==> src/rtl/audio_fifo_req.sv <==
module audio_fifo_req #(
  parameter int DATA_W = 32,
  parameter int DEPTH  = 8
) (
  input  logic              clk,
  input  logic              rst_n,
  input  logic              flush,
  input  logic              rx_mode,
  input  logic [2:0]        thresh,
  input  logic              irq_en,
  input  logic              push,
  input  logic [DATA_W-1:0] wr_data,
  input  logic              pop,
  output logic [DATA_W-1:0] rd_data,
  output logic [2:0]        level,
  output logic              req,
  output logic              irq,
  output logic              overrun,
  output logic              underrun
);
  localparam int PW = $clog2(DEPTH);
  localparam int CW = $clog2(DEPTH + 1);
  localparam int Q  = DEPTH / 4;

  logic [DATA_W-1:0] mem [DEPTH];
  logic [PW-1:0]     wp, rp;
  logic [CW-1:0]     cnt;
  logic              full, empty, wr_ok, rd_ok;
  logic [2:0]        th_eff;

  assign full     = (cnt == CW'(DEPTH));
  assign empty    = (cnt == '0);
  assign wr_ok    = push && !full && !flush;
  assign rd_ok    = pop && !empty && !flush;
  assign overrun  = push && full && !flush;
  assign underrun = pop && empty && !flush;
  assign rd_data  = mem[rp];

  always_ff @(posedge clk) begin
    if (wr_ok) mem[wp] <= wr_data;
  end

  always_ff @(posedge clk or negedge rst_n) begin
    if (!rst_n) begin
      wp  <= '0;
      rp  <= '0;
      cnt <= '0;
    end else if (flush) begin
      wp  <= '0;
      rp  <= '0;
      cnt <= '0;
    end else begin
      if (wr_ok) wp <= wp + 1'b1;
      if (rd_ok) rp <= rp + 1'b1;
      if (wr_ok && !rd_ok)      cnt <= cnt + 1'b1;
      else if (rd_ok && !wr_ok) cnt <= cnt - 1'b1;
    end
  end

  always_comb begin
    if (empty)                  level = 3'd0;
    else if (cnt < CW'(Q))      level = 3'd1;
    else if (cnt < CW'(2 * Q))  level = 3'd2;
    else if (cnt < CW'(3 * Q))  level = 3'd3;
    else if (!full)             level = 3'd4;
    else                        level = 3'd5;
  end

  assign th_eff = (thresh > 3'd4) ? 3'd4 : thresh;
  assign req    = rx_mode ? (level > th_eff) : (level <= th_eff);
  assign irq    = req && irq_en;

  assert_level_range_R2: assert property (@(posedge clk) disable iff (!rst_n)
    level <= 3'd5);

  assert_full_holds_R7: assert property (@(posedge clk) disable iff (!rst_n)
    (overrun && !pop) |=> (level == 3'd5));

  assert_empty_holds_R8: assert property (@(posedge clk) disable iff (!rst_n)
    (underrun && !push) |=> (level == 3'd0));

  assert_flush_empties_R9: assert property (@(posedge clk) disable iff (!rst_n)
    flush |=> (level == 3'd0));

  assert_rx_idle_R4: assert property (@(posedge clk) disable iff (!rst_n)
    (rx_mode && level == 3'd0) |-> !req);

  assert_tx_full_R3: assert property (@(posedge clk) disable iff (!rst_n)
    (!rx_mode && level == 3'd5) |-> !req);

  assert_irq_gate_R6: assert property (@(posedge clk) disable iff (!rst_n)
    irq |-> (irq_en && req));
endmodule

==> config.mk <==
export PLATFORM = sky130hd
export DESIGN_NAME = audio_fifo_req
export DESIGN_NICKNAME = d
export VERILOG_FILES = /design/src/rtl/audio_fifo_req.sv
export SDC_FILE = /design/constraint.sdc
export NUM_CORES = 1
export LEC_CHECK = 0
export CAP_MARGIN = 20
export CORE_UTILIZATION = 40
export CTS_BUF_LIST = sky130_fd_sc_hd__clkbuf_4 sky130_fd_sc_hd__clkbuf_8
export DETAILED_ROUTE_END_ITERATION = 8
export DONT_BUFFER_PORTS = 1
export PLACE_DENSITY_LB_ADDON = 0.3
export SLEW_MARGIN = 20
export SYNTH_ARGS = -nofsm -noshare
export SYNTH_HDL_FRONTEND = slang
export SYNTH_SLANG_ARGS = --single-unit
==> constraint.sdc <==
create_clock -name clk -period 7.6 [get_ports clk]
set_input_delay 0.38 -clock clk [delete_from_list [all_inputs] [get_ports clk]]
set_output_delay 0.38 -clock clk [all_outputs]
set_load 0.02 [all_outputs]
==> run summary, run 1 <==
For the final routed database, the setup TNS stands at 0 ns. Power spread over the standard cell area amounts to 313.9 mW/mm². The tools report the data arrival time of the critical path as 2.80 ns. The clock reaches the later pin of the worst-skew pair after 0.52 ns. STA puts the critical path data required time at 7.22 ns. Of the available clock period, the critical path in the final layout requires 41.87%. The worst hold margin is 0.08305 ns. For the number of nets in the final layout, the log shows 599.

VDD sags by at most 163.8 µV. Entering global routing, the biggest net connects 55 pins. Number of maximum-capacitance violations: 0. For this configuration, the core starts out at a cell density of 41.13%. After global routing the overflow that remains totals 0. For the first-pass GRT wire length, the log shows 30860 µm. The clock passes through at most 3 buffers.

The floorplan step defined a die boundary enclosing 0.02685 mm². Counting every net in the synthesized netlist gives 528. Dividing the detail-routed wire length by the instance count gives 21.97 µm.

The synthesized area per cell works out to 21.92 µm². The number of iterations in the first detailed-routing pass is 4, and the number of gates resized after cts is 0. The cell area after technology mapping was 0.01048 mm²; the worst setup slack after layout was 4.418 ns.

Final max-slew violation count: 0. The number of inserted diodes is 0, and the slew at the pin closest to its max-slew limit is 1.066 ns. The worst setup path is captured at an output port. The tools report the number of distinct standard cells referenced by the synthesized netlist as 34.

The clock period minus worst slack works out to 3.182 ns. Clock-pin slew was measured on the worst setup and hold paths at 0.06 ns. The worst slack at placement was 4.829 ns. After synthesis the netlist holds a flip-flop and latch count of 266. STA classifies the critical path startpoint as a register.

The tools report the design area as 0.01217 mm². Setup repair after global routing left no endpoint under its margin. The share of flip-flops with an asynchronous set or reset after synthesis was 3.759%; the horizontal die dimension was 163.8 µm.

At the end of routability-driven placement, the weighted congestion stood at 0.7069. The biggest cell delay along the critical path works out to 0.50 ns. The via count of the first global-routing pass is 5279, and the largest clock skew in the final design is 0.01295 ns. After synthesis, flip-flops and latches occupy 75.76% of the total area. The floorplan die height was 163.8 µm.

The maximum operating frequency was 0.3143 GHz. The wire-length estimate of the detail-placed layout is 11020 µm. The top cell types in the final layout, fill and taps aside, are 256 x edfxtp_1, 64 x mux4_2, 46 x clkbuf_8. Relative to the synthesized area, the layout overhead comes to 16.13%. Most used flip-flop cell after synthesis: edfxtp_1. After floorplanning, the core was sized to cover 0.02547 mm². The path class of the tightest hold or removal check is input port to register. The DRC violation total after the first TritonRoute iteration is 252, and the total routed wirelength is 20080 µm. Leaving out fill and tap cells, the most frequent cell in the layout is edfxtp_1.

The critical path goes through xnor2_1, nor2_1, ha_1, nor2b_1, o21ai_0, a32oi_1, mux2i_1. For the via count of the routed design, the log shows 4762. The number of buffers added on ports came out at 0.

After technology mapping, the gate count stands at 478. The logs give 2 for the H-tree depth and 0.01094 mm² for the post-placement cell area. The worst setup path is of the register to output port kind. TritonCTS built the clock tree. For the count of nets left with antenna violations after detail routing, the log shows 0. Yosys mapped a number of flops with a built-in enable equal to 256.

The run finished with clean final reports. The analysis attributes to cell leakage a power of 3.857 nW. The number of setup violations in the final report came out at 0. Global routing used 15.59% of the available tracks. The tools report the detailed-route DRC error count as 0. Once the clock tree was built, the setup fixing pass inserted 0 buffers. The worst slew margin relative to its limit came out at 28.92%. The post-route netlist has 32.36% of its cells at a drive strength greater than 1.

The number of top-level design ports was 81; the largest fanout of any net on the critical path was 8. CTS placed an instance of clkbuf_8 at the clock tree root. The slowest library cell on the worst path was mux2i_1. Clock tree synthesis inserted a total of 44 buffers. The number of antenna violations at the first check in global routing is 0, and the count of synthesis-stage warnings from yosys is 0. The hold violation count in the final report was 0; the number of vias per cell was 5.210. The initialized floorplan defines 58 standard-cell rows.

The run gives 266 as the total number of clock tree sinks.
-- metrics by stage --
step / power (mW) / util, % / std cells
global route: 3.995 / 47.77 / 914
CTS: 3.878 / 47.75 / 914
global placement: 2.596 / 42.93 / 798
detailed placement: 2.611 / 42.95 / 798
floorplan: 2.474 / - / 478
finish: 3.819 / 47.77 / 914
-- Yosys cell counts, types with 5 or more instances --
| library cell | number | share of area (%) |
|---|---|---|
| buf_2 | 8 | 0.38 |
| nand2_1 | 13 | 0.47 |
| ha_1 | 7 | 0.84 |
| nor3_1 | 5 | 0.24 |
| mux2_2 | 32 | 3.4 |
| mux4_2 | 64 | 14 |
| dfrtp_1 | 10 | 2.4 |
| clkbuf_1 | 12 | 0.43 |
| inv_1 | 7 | 0.25 |
| edfxtp_1 | 256 | 73 |
| nor2_1 | 17 | 0.61 |
| xnor2_1 | 6 | 0.50 |
-- routing by layer --
metal | wire length [µm] | GRT usage [%] | up-vias
li1 | - | - | 2125
met1 | 8486 | 19.39 | 2499
met2 | 10430 | 27.21 | 110
met3 | 855 | 3.485 | 28
met4 | 316 | 4.545 | 0
met5 | 0 | 0 | -
-- cells by family after synthesis --
group                    count (synthesis)  share of synthesized area [%]
AND/OR/NAND/NOR                         49                          2.245
multiplexers                           101                          17.71
adder cells (fa/ha/maj)                  8                          1.027
flip-flops                             266                          75.76
XOR/XNOR                                10                         0.8359
buffers and inverters                   31                          1.349
AO/OA/AOI/OAI                           13                          1.075
-- area by class of cell --
cell class                      count  area (µm²)
Tap cell                          330       412.9
Multi-Input combinational cell    181        2454
Timing Repair Buffer               49       459.2
Clock buffer                       57       715.7
Sequential cell                   266        7944
Inverter                            7       26.28
Clock inverter                     24       156.4
Fill cell                        2074       13300
-- timing repair --
| action | in CTS | in global routing |
|---|---|---|
| hold buffers | 35 | 0 |
| endpoints found under the hold margin | 272 | 0 |
| endpoints found under the setup margin | 0 | 0 |
-- sequential cells by signal, summed over array words and instances (netlist names) --
| signal | count |
|---|---|
| cnt | 4 |
| mem | 256 |
| rp | 3 |
| wp | 3 |
-- worst max-delay path, delay by kind of cell (launching register included) --
kind	cells	cell delay (ns)
adder cells (fa/ha/maj)	1	0.24
AND/OR/NAND/NOR	2	0.53
AO/OA/AOI/OAI	2	0.35
XOR/XNOR	1	0.18
flip-flops	1	0.49
multiplexers	1	0.50
-- final timing paths --
| check | startpoint | end | slack (ns) | cells past startpoint |
|---|---|---|---|---|
| max | cnt[1]$_DFFE_PN0P_ | irq | 4.42 | 7 |
| min | flush | cnt[0]$_DFFE_PN0P_ | 0.08 | 2 |
| max reg2reg | cnt[1]$_DFFE_PN0P_ | cnt[3]$_DFFE_PN0P_ | 4.95 | 7 |
| min reg2reg | wp[1]$_DFFE_PN0P_ | wp[1]$_DFFE_PN0P_ | 0.64 | 2 |
| max in group asynchronous | rst_n | rp[0]$_DFFE_PN0P_ | 6.99 | 1 |
| min in group asynchronous | rst_n | cnt[1]$_DFFE_PN0P_ | 0.25 | 1 |
-- power by group --
group	internal, mW	switching (mW)
Clock	0.685	0.542
Sequential	1.67	0.0706
Combinational	0.397	0.458
Total	2.75	1.07
Note: power is estimated with default switching activity, not from simulation.
==> inputs of run 2 (changes only) <==
Clock period 7.6 ns to 2.7 ns, I/O delays scaled along.
==> run 2 against run 1 <==
Worst setup slack got worse by 4.3 ns. Sequential share of layout area down 0.98 points. Via count rose by 2.3%. Largest cell class unchanged.
==> run summary, run 2 (same netlist as run 1, synthesis figures left out) <==
CTS saw 266 sinks. For the maximum operating frequency, the log shows 0.3840 GHz. In the layout the commonest cells are 256 x edfxtp_1, 64 x mux4_2, 46 x clkbuf_8.

The logs give 44 for the CTS buffer count and 310 for the DRC violation total after the first TritonRoute iteration. The via count of the routed design is 4870. The analysis attributes to cell leakage a power of 3.946 nW. The register with the most flip-flops in the layout has 256 of them. The post-CTS clock slew at the launch and capture registers of the worst setup and hold paths came out at 0.06 ns. Compared with the post-synthesis result, the final layout area differs by 18.02%. The routed length per instance works out to 22.19 µm. The clock period minus worst slack was 2.604 ns. The slew at the pin closest to its max-slew limit came out at 0.6025 ns. Counting flops per register, the top entry is mem.

The first global-routing pass estimated 31640 µm of wire. The total routed wirelength was 20640 µm. TritonCTS built the clock tree.

The worst slew margin relative to its limit is 59.83%. The critical path in this run is classified as register to register. The total power divided by cell area came out at 881.3 mW/mm².

The min-delay analysis places its worst path in the category input port to register. The startpoint type of the worst setup path was a register. The logs give 5443 for the via count of the first global-routing pass and 0 for the number of maximum-capacitance violations.

The largest registers in the layout are mem (256), cnt (4). Once detail routing completed, the nets flagged for antenna violations numbered 0. Setup total negative slack on the finished layout was measured at 0 ns. The number of buffer and inverter instances along the worst setup path works out to 1.

The run gives 0 as the detailed-route DRC error count. The slowest stage of the critical path is the o41ai_2 cell. The post-placement cell area is 0.01106 mm², and the maximum number of pins on one net before global-route repair is 33. Final hold analysis gives a worst-case slack of 0.05251 ns.

The clock reaches the later pin of the worst-skew pair after 0.55 ns. The highest ir drop seen on vdd was 665.2 µV; the post-layout instance count excluding filler cells was 930. The die area was 0.02685 mm². Detailed placement finished with a half-perimeter wire length of 11480 µm.

Of the cells placed in the final design, the portion with a size suffix greater than 1 is 35.89%. The placement row count is 58. The tools report the beginning of the worst hold path as flush. Among cell families on the critical path, the largest total delay comes from compound AO/OA/AOI/OAI gates. For the hold violation count in the final report, the log shows 0.

The most common library cell in the layout ignoring fill and taps is edfxtp_1. The buffer cell driving the clock tree root was clkbuf_8. The run finished with clean final reports. For this run the aggregate overflow at the end of global routing stands at 0. STA puts the critical path data required time at 3.11 ns. Port buffering added 0 buffers.

The final max-slew violation count is 0. The biggest cell delay along the critical path was 0.48 ns. The critical path startpoint was cnt[1]$_DFFE_PN0P_. The logs give 2 for the H-tree depth and 41.13% for the initial standard-cell utilization of the core.

Setup repair after global routing left no endpoint under its margin. The final critical path takes up 96.45% of the cycle. The run gives 16.14% as the global-route usage over all layers.

The number of top-level design ports came out at 81. OpenSTA, run right after detailed placement, puts the worst setup slack at 0.2669 ns. Worst reg2reg path startpoint: cnt[1]$_DFFE_PN0P_. The die is 163.8 µm wide.

Once layout is done, the placed cells without fillers occupy 0.01237 mm². After layout, the design draws a total of 10.90 mW. After detailed routing, the number of vias per cell comes to 5.237.

The clock arrives with 0.01825 ns of skew. In this run, placement finished with an instance count of 806. The run gives 0.09589 ns as the worst setup slack after layout.

Walking the worst path, the cells encountered are buf_4, o41ai_2, nand2_1, ha_1, a21o_1, a221oi_2, mux2i_1, a311o_1. After the last flow step, the layout net total stands at 614. For the number of iterations in the first detailed-routing pass, the log shows 5. Data arrives at the worst endpoint at 3.02 ns. STA classifies the critical path endpoint as a register. The number of setup violations in the final report is 0. The floorplan step defined a core boundary enclosing 0.02547 mm². Cells fill 48.55% of the core in the end. The last weighted congestion value of the routability-driven placer is 0.7879. The number of antenna violations at the first check in global routing is 1, and the floorplan die height is 163.8 µm. In this run the deepest clock path goes through 3 buffers.

In this run the worst path has a maximum fanout of 5. The fill cell instance count of the final layout came out at 2066.
==> run 2: cell count changes in the layout (fill, tap and decap cells not counted), moves of 2 or more <==
cell,before,now
dlygate4sd3_1,35,38
bufinv_16,2,0
dfrtp_1,7,3
dfrtp_2,2,5
inv_8,0,2
clkinv_1,16,9
clkbuf_4,11,18
buf_12,0,4
buf_4,13,22
==> run 2: routing by layer <==
metal,part of all wire (%),global-route usage (%),vias up
met2,50,27.00,124
met1,43,20.81,2553
met3,5.3,4.268,35
met5,0,0,-
met4,1.6,4.377,0
li1,-,-,2158
==> run 2: path summary, 6_finish.rpt <==
path / endpoint / slack (ns) / depth (start not counted)
max: cnt[3]$_DFFE_PN0P_ / 0.1 / 8
min: cnt[3]$_DFFE_PN0P_ / 0.05 / 3
max reg2reg: cnt[3]$_DFFE_PN0P_ / 0.1 / 8
min reg2reg: wp[1]$_DFFE_PN0P_ / 0.69 / 2
max in group asynchronous: rp[0]$_DFFE_PN0P_ / 1.74 / 2
min in group asynchronous: rp[2]$_DFFE_PN0P_ / 0.56 / 2
==> run 2: report_power, final <==
group	leakage, nW	total [mW]	internal [mW]	switching, mW
sequential	2.44	4.89	4.70	0.189
clock	0.459	3.36	1.84	1.52
combinational	1.05	2.65	1.27	1.37
total	3.95	10.9	7.81	3.08
==> run 2: area by class of cell <==
cell class	instances	area (µm²)	share of cell area [%]
inverter	7	26.28	0.2125
multi-input combinational	181	2490	20.14
sequential	266	7951	64.30
timing repair buffer	64	625.6	5.059
clock inverter	17	88.84	0.7184
clock buffer	64	768.2	6.213
antenna	1	2.502	0.02024
tap	330	412.9	3.339
==> run 2: what timing repair did <==
action | 4_1_cts | 5_1_grt
setup buffers | 0 | 4
pin swaps | 0 | 1
gates resized for setup | 1 | 7
hold buffers | 38 | 0
endpoints found under the setup margin | 1 | 2
hold endpoints to repair | 276 | 0
==> run 2: worst min-delay path, cell delays in order <==
cell and delay [ns]:
nand3b_1 0.15, mux2i_1 0.14, a311o_1 0.13
